### config.mk
export PLATFORM = sky130hd
export DESIGN_NAME = rx_tag_fifo
export DESIGN_NICKNAME = d
export VERILOG_FILES = /design/src/rtl/rxf_pkg.sv /design/src/rtl/rxf_ctrl.sv /design/src/rtl/rxf_store.sv /design/src/rtl/rx_tag_fifo.sv
export SDC_FILE = /design/constraint.sdc
export NUM_CORES = 1
export LEC_CHECK = 0
export ABC_AREA = 1
export BUFFER_PORTS_ARGS = -buffer_cell sky130_fd_sc_hd__buf_2
export CAP_MARGIN = 20
export CORE_ASPECT_RATIO = 1.75
export CORE_MARGIN = 4
export CORE_UTILIZATION = 45
export CTS_CLUSTER_DIAMETER = 80
export DETAILED_ROUTE_END_ITERATION = 6
export HOLD_SLACK_MARGIN = 0.15
export SKIP_CTS_REPAIR_TIMING = 1
export SYNTH_ARGS = -nofsm -noshare
export SYNTH_HDL_FRONTEND = slang
export SYNTH_SLANG_ARGS = --single-unit
### constraint.sdc
create_clock -name clk -period 3.85 [get_ports clk]
set_input_delay 0.1925 -clock clk [delete_from_list [all_inputs] [get_ports clk]]
set_output_delay 0.1925 -clock clk [all_outputs]
set_load 0.02 [all_outputs]
### src/rtl/rxf_pkg.sv
package rxf_pkg;
    localparam int DATA_W = 8;
    localparam int RD_W   = 2 * DATA_W;

    typedef struct packed {
        logic              ovr;
        logic              brk;
        logic              ferr;
        logic              perr;
        logic              addr;
        logic [DATA_W-1:0] data;
    } rxf_entry_t;
endpackage

### src/rtl/rxf_ctrl.sv
module rxf_ctrl #(
    parameter int DEPTH = 16,
    localparam int PW = $clog2(DEPTH),
    localparam int CW = $clog2(DEPTH + 1)
) (
    input  logic          clk,
    input  logic          rst_n,
    input  logic          fifo_en,
    input  logic          flush,
    input  logic          wr_req,
    input  logic          rd_req,
    output logic          wr_ok,
    output logic          rd_ok,
    output logic          drop,
    output logic [PW-1:0] wr_ptr,
    output logic [PW-1:0] rd_ptr,
    output logic [PW-1:0] last_ptr,
    output logic          empty,
    output logic          full
);
    typedef struct packed {
        logic [PW-1:0] wr;
        logic [PW-1:0] rd;
        logic [CW-1:0] cnt;
    } ctrl_t;

    ctrl_t st_d, st_q;
    logic [CW-1:0] cap;

    function automatic logic [PW-1:0] bump(input logic [PW-1:0] p);
        return (p == PW'(DEPTH - 1)) ? '0 : p + 1'b1;
    endfunction

    always_comb begin
        cap      = fifo_en ? CW'(DEPTH) : CW'(1);
        empty    = (st_q.cnt == '0);
        full     = (st_q.cnt >= cap);
        rd_ok    = rd_req & ~empty & ~flush;
        wr_ok    = wr_req & ~full & ~flush;
        drop     = wr_req & full & ~flush;
        wr_ptr   = st_q.wr;
        rd_ptr   = st_q.rd;
        last_ptr = (st_q.wr == '0) ? PW'(DEPTH - 1) : st_q.wr - 1'b1;
        st_d     = st_q;
        if (flush) begin
            st_d = '0;
        end else begin
            if (wr_ok) st_d.wr = bump(st_q.wr);
            if (rd_ok) st_d.rd = bump(st_q.rd);
            case ({wr_ok, rd_ok})
                2'b10:   st_d.cnt = st_q.cnt + 1'b1;
                2'b01:   st_d.cnt = st_q.cnt - 1'b1;
                default: st_d.cnt = st_q.cnt;
            endcase
        end
    end

    always_ff @(posedge clk or negedge rst_n) begin
        if (!rst_n) st_q <= '0;
        else        st_q <= st_d;
    end

    p_drop_hold_r3: assert property (@(posedge clk) disable iff (!rst_n)
        (drop && !rd_ok) |=> (st_q.cnt == $past(st_q.cnt)));
    p_flush_empty_r8: assert property (@(posedge clk) disable iff (!rst_n)
        flush |=> empty);
    p_empty_read_r10: assert property (@(posedge clk) disable iff (!rst_n)
        (empty && rd_req && !wr_req) |=> empty);
    p_cap_bound_r2: assert property (@(posedge clk) disable iff (!rst_n)
        wr_ok |=> (st_q.cnt <= CW'(DEPTH)));
endmodule

### src/rtl/rxf_store.sv
module rxf_store
    import rxf_pkg::*;
#(
    parameter int DEPTH = 16,
    localparam int PW = $clog2(DEPTH)
) (
    input  logic          clk,
    input  logic          rst_n,
    input  logic          wr_en,
    input  logic [PW-1:0] wr_ptr,
    input  rxf_entry_t    wr_entry,
    input  logic          tag_en,
    input  logic [PW-1:0] tag_ptr,
    input  logic [PW-1:0] rd_ptr,
    output rxf_entry_t    rd_entry
);
    rxf_entry_t mem_q [DEPTH];

    always_ff @(posedge clk) begin
        if (wr_en)  mem_q[wr_ptr]     <= wr_entry;
        if (tag_en) mem_q[tag_ptr].ovr <= 1'b1;
    end

    always_comb rd_entry = mem_q[rd_ptr];

    p_tag_or_write_r4: assert property (@(posedge clk) disable iff (!rst_n)
        !(wr_en && tag_en));
endmodule

### src/rtl/rx_tag_fifo.sv
module rx_tag_fifo
    import rxf_pkg::*;
#(
    parameter int DEPTH = 16,
    localparam int PW = $clog2(DEPTH)
) (
    input  logic            clk,
    input  logic            rst_n,
    input  logic            fifo_en,
    input  logic            ext_read,
    input  logic            flush,
    input  logic            rx_valid,
    input  logic [DATA_W-1:0] rx_data,
    input  logic            rx_addr,
    input  logic            rx_perr,
    input  logic            rx_ferr,
    input  logic            rx_brk,
    input  logic            ovr_pulse,
    input  logic            ovr_irq_en,
    input  logic            rd_en,
    input  logic            addr_clr,
    output logic [RD_W-1:0] rd_data,
    output logic            rd_perr,
    output logic            rd_ferr,
    output logic            rd_brk,
    output logic            rd_ovr,
    output logic            rx_avail,
    output logic            rx_full,
    output logic            stat_addr,
    output logic            ovr_irq
);
    typedef struct packed {
        logic stat_addr;
    } top_state_t;

    top_state_t st_d, st_q;
    logic          wr_ok, rd_ok, drop, empty, full, tag_en, ovr_evt;
    logic [PW-1:0] wr_ptr, rd_ptr, last_ptr;
    rxf_entry_t    wr_entry, head;

    rxf_ctrl #(.DEPTH(DEPTH)) u_ctrl (
        .clk(clk), .rst_n(rst_n), .fifo_en(fifo_en), .flush(flush),
        .wr_req(rx_valid), .rd_req(rd_en), .wr_ok(wr_ok), .rd_ok(rd_ok),
        .drop(drop), .wr_ptr(wr_ptr), .rd_ptr(rd_ptr), .last_ptr(last_ptr),
        .empty(empty), .full(full)
    );

    rxf_store #(.DEPTH(DEPTH)) u_store (
        .clk(clk), .rst_n(rst_n), .wr_en(wr_ok), .wr_ptr(wr_ptr),
        .wr_entry(wr_entry), .tag_en(tag_en), .tag_ptr(last_ptr),
        .rd_ptr(rd_ptr), .rd_entry(head)
    );

    always_comb begin
        wr_entry = '{ovr: ovr_pulse, brk: rx_brk, ferr: rx_ferr,
                     perr: rx_perr, addr: rx_addr, data: rx_data};
        ovr_evt  = ovr_pulse | drop;
        tag_en   = ovr_evt & ~wr_ok & ~empty & ~flush;
        ovr_irq  = ovr_irq_en & ovr_evt;
        rx_avail = ~empty;
        rx_full  = full;
        rd_data  = '0;
        if (!empty) rd_data = {{(DATA_W-1){1'b0}}, ext_read & head.addr, head.data};
        rd_perr  = ~empty & head.perr;
        rd_ferr  = ~empty & head.ferr;
        rd_brk   = ~empty & head.brk;
        rd_ovr   = ~empty & head.ovr;
        st_d     = st_q;
        if (ext_read) begin
            if (rd_ok)         st_d.stat_addr = head.addr;
            else if (addr_clr) st_d.stat_addr = 1'b0;
        end else begin
            if (rd_ok && head.addr) st_d.stat_addr = 1'b1;
            else if (addr_clr)      st_d.stat_addr = 1'b0;
        end
        stat_addr = st_q.stat_addr;
    end

    always_ff @(posedge clk or negedge rst_n) begin
        if (!rst_n) st_q <= '0;
        else        st_q <= st_d;
    end

    p_irq_now_r5: assert property (@(posedge clk) disable iff (!rst_n)
        (rx_valid && rx_full && !flush && ovr_irq_en) |-> ovr_irq);
    p_irq_masked_r5: assert property (@(posedge clk) disable iff (!rst_n)
        !ovr_irq_en |-> !ovr_irq);
    p_ext_addr_r6: assert property (@(posedge clk) disable iff (!rst_n)
        (ext_read && rd_en && rx_avail && !flush) |=> (stat_addr == $past(rd_data[DATA_W])));
    p_sticky_addr_r7: assert property (@(posedge clk) disable iff (!rst_n)
        (!ext_read && stat_addr && !addr_clr) |=> stat_addr);
    p_idle_zero_r9: assert property (@(posedge clk) disable iff (!rst_n)
        !rx_avail |-> (rd_data == '0 && !rd_ovr && !rd_perr && !rd_ferr && !rd_brk));
endmodule

==> impl_metrics.csv <==
group,metric,value,unit
timing,timing.final.crit_share,77.27,%
detailed_routing,drt_pass1_iterations,5,
placed_design,dpl.hpwl,15.13,mm
timing,drv_slew,0,
timing,worst_slew_pin_slew,862.1,ps
setup_path,crit_fanout,21,
setup_path,crit_path_end,"rd_data[4]",
cells_and_area,antenna_cells,0,
timing,setup_viol,0,
synthesis,synth_edf_count,208,
synthesis,synthDistinctLibCells,38,
setup_path,setup.worst_path.start,"u_ctrl.rd_ptr[1]",
synthesis,synth_top_area_share,64.57,%
synthesis,synth_common_cells,"edfxtp_1 (208), nor2_1 (175), o21ai_0 (117)",
pwr,ir_worst_vdd,0.3531,mV
setup_path,startpoint_type,"flop",
grt,grt_usage,20.15,%
detailed_routing,drt_iter0_drc,432,
synthesis,seq_area_frac_synth,68.19,%
clock_tree,clk_latency,490,ps
timing,post-route-min-period,2975,ps
placed_design,gp_congestion,0.7991,
clock_tree,cts_tree,"done",
grt,globalRoute.totalOverflow,0,
pwr,intPower,4.498,mW
floorplanning,start_util,46.02,%
hold_path,worstHoldPathType,"primary input to async pin",
setup_path,arrival,2780,ps
synthesis,synth_warnings,0,
cells_and_area,num-fill-cells,1872,
floorplanning,core_area,21020,sq um
grt,antenna_found_initial,0,
grt,grt_max_degree,66,
clock_tree,cts.clk_slew.worst_paths,70,ps
pwr,p_leak,3.843,nW
floorplanning,dieArea,24000,sq um
clock_tree,clockRootBuffer,"clkbuf_16",
floorplanning,die_x,118.8,um
pwr,swShare,34.78,%
cells_and_area,drive_above_1_share,14.55,%
pwr,power_density,636.9,nW/um^2
grt,grt_pass1_vias,6376,
setup_path,end_kind,"primary output",
synthesis,yosysTopAreaCell,"edfxtp_1",
run_status,outcome,"completed",
clock_tree,clock_path_buffers,3,
detailed_routing,drc,0,
cells_and_area,fin_nets,899,
detailed_routing,ant_nets,0,
setup_path,crit_required,3660,ps
setup_path,timing.rr.start,"u_ctrl.st_q[0]",
floorplanning,core.rowCount,70,
clock_tree,cts-buffers-inserted,19,
placed_design,dp.cells,1093,
setup_path,path_class,"flop to primary output",
placed_design,io_buffer_count,38,
timing,slew_headroom,42.31,%
grt,grt_pass1_wl,36.83,mm
synthesis,synth_cells,820,
setup_path,rrSetupSlack,1210,ps
cells_and_area,instances_no_fill,1132,
synthesis,synthArstFlopShare,6.306,%
synthesis,synthTopCellsByArea,"edfxtp_1 (65%), nor2_1 (6.8%), o21ai_0 (6.1%)",
detailed_routing,wl_per_cell,21.50,um
floorplanning,io_pins,46,
setup_path,ff2ff_path_depth,11,
setup_path,worstReg2RegEnd,"u_store.mem_q[1][6]",
cells_and_area,area_delta_synth_final,11.95,%
timing,fmax,336.1,MHz
synthesis,ys_seq_elements,222,
detailed_routing,wl,24.34,mm
job,drv_cap,0,
synthesis,netlist_area,9673,sq um
pwr,pwr-share-seq,42.0,%
clock_tree,clock-sinks,222,
synthesis,synth-main-ff-cell,"edfxtp_1",
detailed_routing,vias_per_cell,5.640,
timing,final-hold-violation-count,0,
detailed_routing,num_vias,6385,
pwr,power_switching,2.399,mW
timing,setup_tns,0,ps
pwr,clkPwrFrac,27.0,%
pwr,combPwrFrac,31.0,%
synthesis,yosysMostFrequentCell,"edfxtp_1",
clock_tree,htree_levels,1,
floorplanning,die_h,202.0,um
timing,rsz0062_at_grt,"no",
timing,finalClockSkew,10.13,ps
synthesis,postSynthAreaPerCell,11.80,sq um
-- cell type report --
| class | count | area [sq um] | share of cell area, % |
|---|---|---|---|
| clock buffers | 24 | 494.2 | 4.564 |
| well taps | 252 | 315.3 | 2.912 |
| flip-flops and latches | 222 | 6598 | 60.92 |
| inverters | 44 | 170.2 | 1.571 |
| repair buffers | 72 | 473.0 | 4.367 |
| multi-input cells | 509 | 2684 | 24.78 |
| clock inverters | 9 | 95.09 | 0.8781 |
-- worst min path at each step --
stage	cells after the start	from	to
after global routing	2	rst_n	u_ctrl.rd_ptr[3]
after global placement	1	rst_n	u_ctrl.st_q[0]
final	2	rst_n	u_ctrl.rd_ptr[3]
after detailed placement	1	rst_n	u_ctrl.st_q[3]
after CTS	1	rst_n	u_ctrl.wr_ptr[1]
after floorplan	0	rst_n	stat_addr
-- per-layer routing --
layer  share of wire, %  wire length (um)  global-route usage (%)
met1                 38              9250                   24.29
met2                 55             13390                   37.88
met3                4.3              1039                   1.736
met4                2.7               660                   6.133
met5                  0                 0                       0
-- layout by cell type (no fill, tap or decap), drive strengths merged --
cell           n
edfxtp       208
nor2         185
o21ai        124
buf           66
nand2         65
inv           41
o221ai        31
nand3         31
o22ai         26
clkbuf        24
a21oi         15
dfrtp         14
clkinv         9
ha             8
conb           7
dlygate4sd3    6
nand4          3
xnor2          3
xor2           3
nand3b         2
nor3           2
bufinv         2
a21boi         1
o211ai         1
o32ai          1
fa             1
clkinvlp       1
-- critical path, cell delays in order, from the launching register on --
cell      delay (ps)
dfrtp_1          380
inv_1            550
buf_4            390
o21ai_0          130
o221ai_1         170
nand3_1          130
a21oi_1          300
buf_2            240
-- sequential cells by signal, summed over array words and instances, names as in the netlist --
name / cells
u_store.mem_q: 208
u_ctrl.st_q: 5
u_ctrl.rd_ptr: 4
u_ctrl.wr_ptr: 4
stat_addr: 1
-- per-stage QoR --
step | hold slack [ps] | util, % | power, mW | setup slack, ps | cell area (sq um)
6_report | 139.9 | 51.52 | 6.897 | 875.1 | 10830
5_1_grt | 190.4 | 51.52 | 7.257 | 683.0 | 10830
4_1_cts | -391.4 | 51.23 | 6.945 | 813.3 | 10770
3_5_place_dp | 129.9 | 48.43 | 5.101 | 1148 | 10180
3_3_place_gp | 127.4 | 48.43 | 5.062 | 1220 | 10180
2_1_floorplan | -103.1 | - | 4.449 | 1202 | 9696
-- cells by family (layout without fill, tap and decap cells) --
family                   after synthesis  after routing  share of synthesized area (%)
adder cells (fa/ha/maj)                9              9                          1.242
buffers and inverters                 95            149                          4.294
AND/OR/NAND/NOR                      288            288                          13.76
XOR/XNOR                               6              6                         0.5434
AO/OA/AOI/OAI                        199            199                          11.93
flip-flops                           222            222                          68.19
other                                  1              7                        0.03877
-- power by group through the flow --
| stage | combinational (mW) | sequential, mW | clock [mW] |
|---|---|---|---|
| floorplan | 1.51 | 2.94 | 0 |
| global placement | 2.12 | 2.94 | 0 |
| detailed placement | 2.15 | 2.95 | 0 |
| CTS | 2.16 | 2.89 | 1.89 |
| global route | 2.38 | 2.90 | 1.98 |
| finish | 2.14 | 2.90 | 1.86 |
No activity file was read; power rests on OpenSTA's default activity.
